--- src/rtl/msb_pkg.sv ---
package msb_pkg;
  typedef enum logic [1:0] {
    CYC_IDLE = 2'd0,
    CYC_ROW  = 2'd1,
    CYC_RD   = 2'd2,
    CYC_WR   = 2'd3
  } cyc_state_e;

  localparam int STB_RAS   = 0;
  localparam int STB_CAS   = 1;
  localparam int STB_WELO  = 2;
  localparam int STB_WEHI  = 3;
  localparam int STB_PHASE = 4;
  localparam int STB_COUNT = 5;
endpackage

--- src/rtl/msb_sync.sv ---
module msb_sync #(
  parameter int W = 5,
  parameter int STAGES = 2,
  parameter logic [W-1:0] RST_VAL = '1
) (
  input  logic         clk,
  input  logic         rst_n,
  input  logic [W-1:0] din,
  output logic [W-1:0] sync,
  output logic [W-1:0] dly
);
  logic [W-1:0] chain [STAGES];

  for (genvar g = 0; g < STAGES; g++) begin : g_stage
    if (g == 0) begin : g_first
      always_ff @(posedge clk or negedge rst_n) begin
        if (!rst_n) chain[0] <= RST_VAL;
        else        chain[0] <= din;
      end
    end else begin : g_next
      always_ff @(posedge clk or negedge rst_n) begin
        if (!rst_n) chain[g] <= RST_VAL;
        else        chain[g] <= chain[g-1];
      end
    end
  end

  assign sync = chain[STAGES-1];

  always_ff @(posedge clk or negedge rst_n) begin
    if (!rst_n) dly <= RST_VAL;
    else        dly <= sync;
  end
endmodule

--- src/rtl/msb_addr_capture.sv ---
module msb_addr_capture #(
  parameter int ROW_W = 9
) (
  input  logic               clk,
  input  logic               rst_n,
  input  logic               ld_row,
  input  logic               ld_col,
  input  logic               clr,
  input  logic [ROW_W-1:0]   madr,
  output logic [2*ROW_W-1:0] addr
);
  logic [ROW_W-1:0] row_q, row_d;
  logic [ROW_W-1:0] col_q, col_d;
  logic             upd_en;

  assign upd_en = clr | ld_row | ld_col;

  always_comb begin
    row_d = row_q;
    col_d = col_q;
    if (clr) begin
      row_d = '0;
      col_d = '0;
    end else begin
      if (ld_row) row_d = madr;
      if (ld_col) col_d = madr;
    end
  end

  always_ff @(posedge clk or negedge rst_n) begin
    if (!rst_n) begin
      row_q <= '0;
      col_q <= '0;
    end else if (upd_en) begin
      row_q <= row_d;
      col_q <= col_d;
    end
  end

  assign addr = {col_q, row_q};
endmodule

--- src/rtl/msb_cycle_fsm.sv ---
module msb_cycle_fsm
  import msb_pkg::*;
(
  input  logic       clk,
  input  logic       rst_n,
  input  logic       ras_s,
  input  logic       cas_s,
  input  logic       welo_s,
  input  logic       wehi_s,
  input  logic       phase_s,
  output cyc_state_e state,
  output logic       ld_row,
  output logic       ld_col,
  output logic       clr,
  output logic       cap_hi
);
  cyc_state_e state_d;
  logic       any_we;

  assign any_we = ~welo_s | ~wehi_s;

  always_comb begin
    state_d = state;
    ld_row  = 1'b0;
    ld_col  = 1'b0;
    clr     = 1'b0;
    cap_hi  = 1'b0;
    unique case (state)
      CYC_IDLE: begin
        if (!ras_s) begin
          state_d = CYC_ROW;
          ld_row  = 1'b1;
        end
      end
      CYC_ROW: begin
        if (ras_s) begin
          state_d = CYC_IDLE;
          clr     = 1'b1;
        end else if (!cas_s) begin
          state_d = any_we ? CYC_WR : CYC_RD;
          ld_col  = 1'b1;
        end
      end
      CYC_RD, CYC_WR: begin
        if (ras_s || cas_s) begin
          cap_hi  = (state == CYC_RD) && !phase_s;
          state_d = ras_s ? CYC_IDLE : CYC_ROW;
          clr     = ras_s;
        end
      end
      default: state_d = CYC_IDLE;
    endcase
  end

  always_ff @(posedge clk or negedge rst_n) begin
    if (!rst_n) state <= CYC_IDLE;
    else        state <= state_d;
  end
endmodule

--- src/rtl/msb_read_hold.sv ---
module msb_read_hold #(
  parameter int BYTE_W = 8
) (
  input  logic              clk,
  input  logic              rst_n,
  input  logic              cap,
  input  logic [BYTE_W-1:0] din,
  output logic [BYTE_W-1:0] hold
);
  always_ff @(posedge clk or negedge rst_n) begin
    if (!rst_n)   hold <= '0;
    else if (cap) hold <= din;
  end
endmodule

--- src/rtl/mdram_sram_bridge.sv ---
module mdram_sram_bridge
  import msb_pkg::*;
#(
  parameter int ROW_W       = 9,
  parameter int BYTE_W      = 8,
  parameter int SYNC_STAGES = 2,
  parameter int RST_STAGES  = 2
) (
  input  logic                clk,
  input  logic                rst_n,
  input  logic                ras_n,
  input  logic                cas_n,
  input  logic                lo_we_n,
  input  logic                hi_we_n,
  input  logic                phase,
  input  logic [ROW_W-1:0]    mux_addr,
  input  logic [BYTE_W-1:0]   wdata,
  output logic [BYTE_W-1:0]   rd_data,
  output logic [2*ROW_W-1:0]  sram_addr,
  output logic                sram_ce_n,
  output logic                sram_oe_n,
  output logic [1:0]          sram_we_n,
  output logic [2*BYTE_W-1:0] sram_wdata,
  input  logic [2*BYTE_W-1:0] sram_rdata
);
  localparam int ADDR_W = 2 * ROW_W;
  localparam int WORD_W = 2 * BYTE_W;

  // reset: asserted asynchronously, released on the clock
  logic [RST_STAGES-1:0] rst_pipe;
  logic                  irst_n;

  always_ff @(posedge clk or negedge rst_n) begin
    if (!rst_n) rst_pipe <= '0;
    else        rst_pipe <= {rst_pipe[RST_STAGES-2:0], 1'b1};
  end
  assign irst_n = rst_pipe[RST_STAGES-1];

  // strobe synchronisers
  logic [STB_COUNT-1:0] strb_raw, strb_s, strb_d;

  always_comb begin
    strb_raw            = '1;
    strb_raw[STB_RAS]   = ras_n;
    strb_raw[STB_CAS]   = cas_n;
    strb_raw[STB_WELO]  = lo_we_n;
    strb_raw[STB_WEHI]  = hi_we_n;
    strb_raw[STB_PHASE] = phase;
  end

  msb_sync #(
    .W      (STB_COUNT),
    .STAGES (SYNC_STAGES),
    .RST_VAL({STB_COUNT{1'b1}})
  ) u_sync (
    .clk  (clk),
    .rst_n(irst_n),
    .din  (strb_raw),
    .sync (strb_s),
    .dly  (strb_d)
  );

  cyc_state_e state;
  logic       ld_row, ld_col, clr, cap_hi;

  msb_cycle_fsm u_fsm (
    .clk    (clk),
    .rst_n  (irst_n),
    .ras_s  (strb_s[STB_RAS]),
    .cas_s  (strb_s[STB_CAS]),
    .welo_s (strb_s[STB_WELO]),
    .wehi_s (strb_s[STB_WEHI]),
    .phase_s(strb_s[STB_PHASE]),
    .state  (state),
    .ld_row (ld_row),
    .ld_col (ld_col),
    .clr    (clr),
    .cap_hi (cap_hi)
  );

  logic [ADDR_W-1:0] addr_q;

  msb_addr_capture #(.ROW_W(ROW_W)) u_addr (
    .clk   (clk),
    .rst_n (irst_n),
    .ld_row(ld_row),
    .ld_col(ld_col),
    .clr   (clr),
    .madr  (mux_addr),
    .addr  (addr_q)
  );

  logic [BYTE_W-1:0] hold_q;

  msb_read_hold #(.BYTE_W(BYTE_W)) u_hold (
    .clk  (clk),
    .rst_n(irst_n),
    .cap  (cap_hi),
    .din  (sram_rdata[WORD_W-1:BYTE_W]),
    .hold (hold_q)
  );

  logic col_active, rd_cyc, wr_cyc;

  assign rd_cyc     = (state == CYC_RD);
  assign wr_cyc     = (state == CYC_WR);
  assign col_active = rd_cyc | wr_cyc;

  assign sram_addr    = addr_q;
  assign sram_ce_n    = ~col_active;
  assign sram_oe_n    = ~(rd_cyc & strb_s[STB_WELO] & strb_s[STB_WEHI]);
  assign sram_we_n[0] = ~(wr_cyc & ~strb_s[STB_WELO]);
  assign sram_we_n[1] = ~(wr_cyc & ~strb_s[STB_WEHI]);
  assign sram_wdata   = {wdata, wdata};
  assign rd_data      = rd_cyc ? sram_rdata[BYTE_W-1:0] : hold_q;
endmodule

--- config.mk ---
export PLATFORM = sky130hd
export DESIGN_NAME = mdram_sram_bridge
export DESIGN_NICKNAME = d
export VERILOG_FILES = /design/src/rtl/msb_pkg.sv /design/src/rtl/msb_sync.sv /design/src/rtl/msb_addr_capture.sv /design/src/rtl/msb_cycle_fsm.sv /design/src/rtl/msb_read_hold.sv /design/src/rtl/mdram_sram_bridge.sv
export SDC_FILE = /design/constraint.sdc
export NUM_CORES = 1
export LEC_CHECK = 0
export ABC_AREA = 1
export ABC_CLOCK_PERIOD_IN_PS = 3300
export CORE_MARGIN = 2
export CORE_UTILIZATION = 44
export CTS_CLUSTER_DIAMETER = 100
export DETAILED_ROUTE_END_ITERATION = 10
export PLACE_DENSITY = 0.85
export SLEW_MARGIN = 20
export SYNTH_ARGS = -nofsm -noshare
export SYNTH_HDL_FRONTEND = slang
export SYNTH_SLANG_ARGS = --single-unit
--- constraint.sdc ---
create_clock -name clk -period 3.3 [get_ports clk]
set_input_delay 0.66 -clock clk [delete_from_list [all_inputs] [get_ports clk]]
set_output_delay 0.66 -clock clk [all_outputs]
set_load 0.01 [all_outputs]
==> summary.txt, run 1 <==
Logic synthesis
  – Mean Syn Cell Area: 9.72 sq um
  – Synth warn: 0
  – Post-Syn Instances: 188
  – Top-area cell type share of the netlist area: 0.411
  – Cell taking the most area after synthesis: dfrtp_1
  – Syn_nets: 228
  – Synth unique cells: 21
  – Seq/Total Area, Yosys: 0.554
  – Synth area leaders: dfrtp_1 41%, dfstp_2 14%, nand2_1 9.7%, nand3_1 7.4%, buf_4 7.0%
  – Post-synthesis register bit count: 40
  – Syn Std Cell Area: 1830 sq um

Power and ir drop
  – Switching share of power: 0.327
  – Pwr dens: 757 nW/um^2
  – Comb pwr share: 0.393
  – P_sw: 605 uW
  – Leakage dissipation: 0.00116 uW
  – Internal Dissipation: 1250 uW
  – Worst vdd ir: 0.438 mV
  – Share of power burned in registers: 0.399
  – Clk pwr share: 0.209

STA
  – Final Skew: 0.00542 ns
  – Hold Slack: 0.286 ns
  – Final setup margin: 0.786 ns
  – Slew Limit Fails: 0
  – Final Critical Period: 2.51 ns
  – RSZ-0062 raised after global routing: no
  – Final hold viol count: 0
  – Max frequency: 0.398 GHz
  – Final setup fails: 0
  – Period utilisation layout: 0.762
  – Setup TNS: 0 ns

Critical path
  – CP cell instances: inv_2 -> nand2_4 -> inv_2 -> nand2_1 -> nand2_1 -> clkdlybuf4s50_1
  – CP max-delay cell: clkdlybuf4s50_1
  – Critical Path End Type: output port
  – Critical path class: flop to output port
  – Reg2Reg Depth: 6
  – Arrival @ worst endpoint: 1.85 ns
  – Worst Path Max Fanout: 10
  – Setup crit start kind: flop
  – Required time of the critical path: 2.64 ns
  – Worst path max stage delay: 0.53 ns

Floorplan
  – Die Area: 4690 sq um
  – Die Height: 68.5 microns
  – Die width: 68.5 microns
  – Core Footprint: 4000 sq um
  – Row Count: 23
  – Initial core utilization: 0.457
  – Top Ports: 86

Global route
  – Grt ovf: 0
  – Vias in the first global route: 1319
  – Overall Global Routing Usage: 0.174
  – Initial antenna violation count: 0
  – Largest net degree at the start of global routing: 39
  – First-pass GRT wire length: 5840 microns

Placed design
  – IO Port Bufs: 61
  – Post-Place Cells: 280
  – Hpwl dp: 2630 microns
  – Post-placement setup slack: 0.865 ns
  – Placed cell area: 2340 sq um
  – Placer Congestion: 0.689

Clocking
  – Clock Latency Late Sink: 0.29 ns
  – Post-CTS resize count: 0
  – Root Buffer: clkbuf_8
  – Clock Pin Slew Worst Setup and Hold Paths: 0.07 ns
  – Bufs on Longest Clock Path: 2
  – H-tree lvl count: 2
  – CTS tree: yes
  – Post-CTS Setup Bufs: 0
  – Hold buffer count at cts: 0
  – Total CTS buffers: 5
  – Total clock sinks: 40

Routing
  – DRT iter0 DRCs: 33
  – DR top layer: met4
  – Via-per-instance ratio: 4.67
  – M1 WL: 1450 microns
  – Routed wl met3: 384 microns
  – Avg WL per Cell: 12.3 microns
  – Drt total wl: 3560 microns
  – Final ANT Viol Nets: 0
  – Drc violations: 0
  – Met2 Wirelength: 1640 microns
  – TritonRoute pass-1 iters: 6
  – Via count: 1345

Cells and area
  – # diodes: 0
  – Filler cell count: 358
  – Area occupied by registers: 1010 sq um
  – Layout cell share with drive strength beyond 1: 0.160
  – Final std cells w/o fill: 288
  – Post-route design area: 2450 sq um
  – Area of the multi-input gates: 578 sq um
  – Area Growth Syn to Fin: 33.8%
  – Nets@finish: 277

Status
  – Status: complete, no violations

Run
  – Max Cap Viol: 0

Hold path
  – Hold Crit Class: flop to async pin
==> layer usage <==
metal  global-route usage  vias to the layer above
li1                     -                      677
met1                0.197                      597
met2                0.276                       58
met3               0.0855                       13
met4               0.0775                        0
met5                    0                        -
==> metrics by stage <==
stage               utilization  total power, uW
floorplan                     -             1140
detailed placement        0.585             1480
global placement          0.585             1460
global route              0.612             1990
finish                    0.612             1850
CTS                       0.612             1880
==> synthesized netlist by cell type <==
library cell  count
nand2_1          47
dfrtp_1          30
nand3_1          27
buf_4            17
o21ai_1          16
inv_1            11
dfstp_2          10
inv_2             5
nand2_4           5
nor2_1            4
buf_6             2
nand2_2           2
nand3_2           2
nand3b_1          2
o21ai_2           2
buf_12            1
conb_1            1
inv_4             1
nand2_8           1
nor2_2            1
nor2_8            1
==> critical path: cells and delay by family (launching register included) <==
kind / cells / cell delay, ns
flops: 1 / 0.49
buf+inv: 3 / 0.84
simple gates: 3 / 0.24
==> cell families (layout without fill, tap and decap cells) <==
kind of cell	Yosys count	in the layout	synth area share
AO/OA/AOI/OAI	18	18	0.0534
flip-flops	40	40	0.554
other	1	1	0.00205
buffers and inverters	37	87	0.129
AND/OR/NAND/NOR	92	92	0.261
==> registers in the layout (all words and copies together), names as in the netlist <==
| register | count |
|---|---|
| rst_pipe | 2 |
| u_sync.sync | 5 |
| u_addr.col_q | 9 |
| u_hold.hold | 8 |
| u_fsm.state | 2 |
| u_addr.row_q | 9 |
| u_sync.chain | 5 |
==> placed cells by master, fill, tap and decap left out <==
cell type	count
buf_4	1
nand2_4	5
clkinv_2	1
conb_1	1
clkbuf_8	5
inv_2	5
o21ai_2	2
o21ai_1	16
nor2_1	4
dfrtp_1	30
bufinv_16	1
inv_1	11
clkbuf_1	1
nand3_2	2
nand3_1	27
clkdlybuf4s50_1	61
nand3b_1	2
nand2_1	47
nor2_8	1
nand2_8	1
inv_4	1
nand2_2	2
nor2_2	1
dfstp_2	10
==> worst paths after layout <==
| check | startpoint | to | slack [ns] |
|---|---|---|---|
| max | u_fsm.state[0] | rd_data[2] | 0.79 |
| min | rst_pipe[1] | u_addr.col_q[4] | 0.29 |
| max reg2reg | u_sync.sync[0] | u_addr.col_q[0] | 1.97 |
| min reg2reg | rst_pipe[1] | u_addr.col_q[4] | 0.29 |
| max in group asynchronous | rst_n | rst_pipe[1] | 2.66 |
| min in group clk | rst_pipe[0] | rst_pipe[1] | 0.35 |
==> power groups by stage <==
stage	Sequential (uW)	Combinational [uW]	Clock [uW]
final	738	727	386
after floorplan	773	365	0
after detailed placement	741	738	0
after global placement	739	719	0
after CTS	738	739	400
after global routing	760	805	427
==> layout make-up <==
class,instances,area share
clock buffers,6,0.0297
clock inverters,2,0.0143
inverters,17,0.0271
multi-input cells,111,0.236
flip-flops and latches,40,0.414
well taps,50,0.0256
repair buffers,62,0.253
(Power assumes the default switching activity.)
==> run 2: changes to the inputs <==
--- a/config.mk
+++ b/config.mk
@@ -6,12 +6,12 @@
 export NUM_CORES = 1
 export LEC_CHECK = 0
 export ABC_AREA = 1
-export ABC_CLOCK_PERIOD_IN_PS = 3300
+export ABC_CLOCK_PERIOD_IN_PS = 2540
 export CORE_MARGIN = 2
-export CORE_UTILIZATION = 44
+export CORE_UTILIZATION = 41
 export CTS_CLUSTER_DIAMETER = 100
 export DETAILED_ROUTE_END_ITERATION = 10
-export PLACE_DENSITY = 0.85
+export PLACE_DENSITY = 0.8
 export SLEW_MARGIN = 20
 export SYNTH_ARGS = -nofsm -noshare
 export SYNTH_HDL_FRONTEND = slang
==> constraint.sdc (replaced) <==
create_clock -name clk -period 2.54 [get_ports clk]
set_input_delay 0.508 -clock clk [delete_from_list [all_inputs] [get_ports clk]]
set_output_delay 0.508 -clock clk [all_outputs]
set_load 0.01 [all_outputs]
==> summary.txt, run 2 (synthesis gave the netlist of run 1 again) <==
STA
  – Setup TNS: 0 ns (unchanged)
  – Slew Limit Fails: 0 (unchanged)
  – Final Critical Period: 2.37 ns
  – RSZ-0062 raised after global routing: no (unchanged)
  – Final hold viol count: 0 (unchanged)
  – Final setup fails: 0 (unchanged)
  – Pin slew with the least headroom to its limit: 0.744 ns
  – Final Skew: 0.00410 ns (was 0.00542 ns)
  – Slew Limit Headroom: 0.504
  – Period utilisation layout: 0.934
  – Max frequency: 0.421 GHz
  – Hold Slack: 0.311 ns (was 0.286 ns)
  – Final setup margin: 0.167 ns (was 0.786 ns)

Cells and area
  – Area Growth Syn to Fin: 35.0% (was 33.8%)
  – Most frequent cells in the layout: 61 x clkdlybuf4s50_1, 47 x nand2_1, 30 x dfrtp_1 (unchanged)
  – Largest registers: u_addr.col_q (9), u_addr.row_q (9), u_hold.hold (8) (unchanged)
  – Area of the multi-input gates: 578 sq um (unchanged)
  – Layout cell share with drive strength beyond 1: 0.164 (was 0.160)
  – Filler cell count: 399 (was 358)
  – Nets@finish: 277 (unchanged)
  – Area occupied by registers: 1010 sq um (unchanged)
  – # diodes: 0 (unchanged)
  – Commonest non-fill, non-tap cell in the layout: clkdlybuf4s50_1 (unchanged)

Routing
  – DRT iter0 DRCs: 31 (was 33)
  – Avg WL per Cell: 12.3 microns (about the same)
  – Drt total wl: 3580 microns (was 3560 microns)
  – Via count: 1366 (was 1345)
  – Via-per-instance ratio: 4.71 (was 4.67)
  – TritonRoute pass-1 iters: 4 (was 6)
  – Drc violations: 0 (unchanged)
  – Final ANT Viol Nets: 0 (unchanged)

Floorplan
  – Die Height: 70.8 microns (was 68.5 microns)
  – Initial core utilization: 0.423 (was 0.457)
  – Core Footprint: 4320 sq um (was 4000 sq um)
  – Top Ports: 86 (unchanged)
  – Die Area: 5010 sq um (was 4690 sq um)
  – Die width: 70.8 microns (was 68.5 microns)
  – Row Count: 24 (was 23)

Clocking
  – Clock Latency Late Sink: 0.28 ns (was 0.29 ns)
  – Total clock sinks: 40 (unchanged)
  – H-tree lvl count: 2 (unchanged)
  – Post-CTS resize count: 0 (unchanged)
  – Total CTS buffers: 5 (unchanged)
  – Root Buffer: clkbuf_8 (unchanged)
  – Clock Pin Slew Worst Setup and Hold Paths: 0.07 ns (about the same)
  – Post-CTS Setup Bufs: 0 (unchanged)
  – CTS tree: yes (unchanged)
  – Bufs on Longest Clock Path: 2 (unchanged)
  – Hold buffer count at cts: 0 (unchanged)

Hold path
  – Hold Crit Class: flop to async pin (unchanged)

Global route
  – First-pass GRT wire length: 6040 microns (was 5840 microns)
  – Initial antenna violation count: 0 (unchanged)
  – Grt ovf: 0 (unchanged)
  – Largest net degree at the start of global routing: 21 (was 39)
  – Vias in the first global route: 1353 (was 1319)
  – Overall Global Routing Usage: 0.153 (was 0.174)

Placed design
  – Hpwl dp: 2660 microns (was 2630 microns)
  – IO Port Bufs: 61 (unchanged)
  – Placer Congestion: 0.719 (was 0.689)
  – Post-placement setup slack: 0.421 ns (was 0.865 ns)

Power and ir drop
  – Leakage dissipation: 0.00117 uW (was 0.00116 uW)
  – Pwr dens: 996 nW/um^2 (was 757 nW/um^2)
  – Total Power: 2460 uW (was 1850 uW)
  – Worst vdd ir: 0.471 mV (was 0.438 mV)

Status
  – Status: complete, no violations (unchanged)

Critical path
  – Critical Path End Type: output port (unchanged)
  – Worst Path Max Fanout: 10 (unchanged)
  – CP cell instances: inv_2 -> nand2_4 -> inv_2 -> nand2_1 -> nand2_1 -> clkdlybuf4s50_1 (unchanged)
  – Critical path class: flop to output port (unchanged)
  – CP max-delay cell: clkdlybuf4s50_1 (unchanged)
  – Setup crit start kind: flop (unchanged)
  – Required time of the critical path: 2.03 ns (was 2.64 ns)
  – Worst path max stage delay: 0.53 ns (about the same)
  – Arrival @ worst endpoint: 1.87 ns (was 1.85 ns)

Run
  – Max Cap Viol: 0 (unchanged)
==> run 2: cell count changes in the layout (fill, tap and decap cells not counted), sizes merged <==
cell	before	now
clkinv	1	0
clkbuf	6	7
==> run 2: critical path, delay by kind of cell, from the launching register on <==
family	cells	cell delay (ns)
flops	1	0.48
buf+inv	3	0.84
simple gates	3	0.25
==> run 2: final timing paths <==
path                                start  slack (ns)  depth (start not counted)         endpoint
min in group clk              rst_pipe[0]        0.35                          0      rst_pipe[1]
setup reg to reg           u_sync.sync[0]        1.19                          6  u_addr.col_q[2]
setup / recovery           u_fsm.state[0]        0.17                          6       rd_data[0]
max in group asynchronous     rst_pipe[1]        1.43                          1   u_sync.sync[4]
hold / removal                rst_pipe[1]        0.31                          0  u_addr.row_q[8]
hold reg to reg               rst_pipe[1]        0.31                          0  u_addr.row_q[8]
==> run 2: power by group <==
part | total (uW) | switching [uW] | internal [uW] | leakage [uW]
clock | 553 | 207 | 347 | 0.0000645
combinational | 938 | 439 | 499 | 0.000611
sequential | 965 | 136 | 829 | 0.000493
==> run 2: cell type report <==
type | instances | share of cell area
Clock buffer | 7 | 0.0390
Inverter | 17 | 0.0269
Clock inverter | 1 | 0.0122
Timing Repair Buffer | 62 | 0.251
Sequential cell | 40 | 0.411
Tap cell | 52 | 0.0264
Multi-Input combinational cell | 111 | 0.234
==> run 2: metrics by stage <==
step,instance area [sq um],cells,util
final,2470,290,0.571
after global routing,2470,290,0.571
after CTS,2470,290,0.571
after detailed placement,2340,282,0.541
after global placement,2340,282,0.541
after floorplan,1830,188,-
==> run 2: routing by layer <==
layer	track usage	vias up	share of wire
met5	0	-	0
met4	0.0440	0	0.011
met3	0.0641	7	0.099
met2	0.262	54	0.48
met1	0.176	627	0.41
li1	-	678	-
==> run 3: changes to the inputs <==
--- a/config.mk
+++ b/config.mk
@@ -7,6 +7,7 @@
 export LEC_CHECK = 0
 export ABC_AREA = 1
 export ABC_CLOCK_PERIOD_IN_PS = 2540
+export CAP_MARGIN = 20
 export CORE_MARGIN = 2
 export CORE_UTILIZATION = 41
 export CTS_CLUSTER_DIAMETER = 100
==> results of run 3 <==
The final DEF is identical to that of run 2; final timing and power are the same.
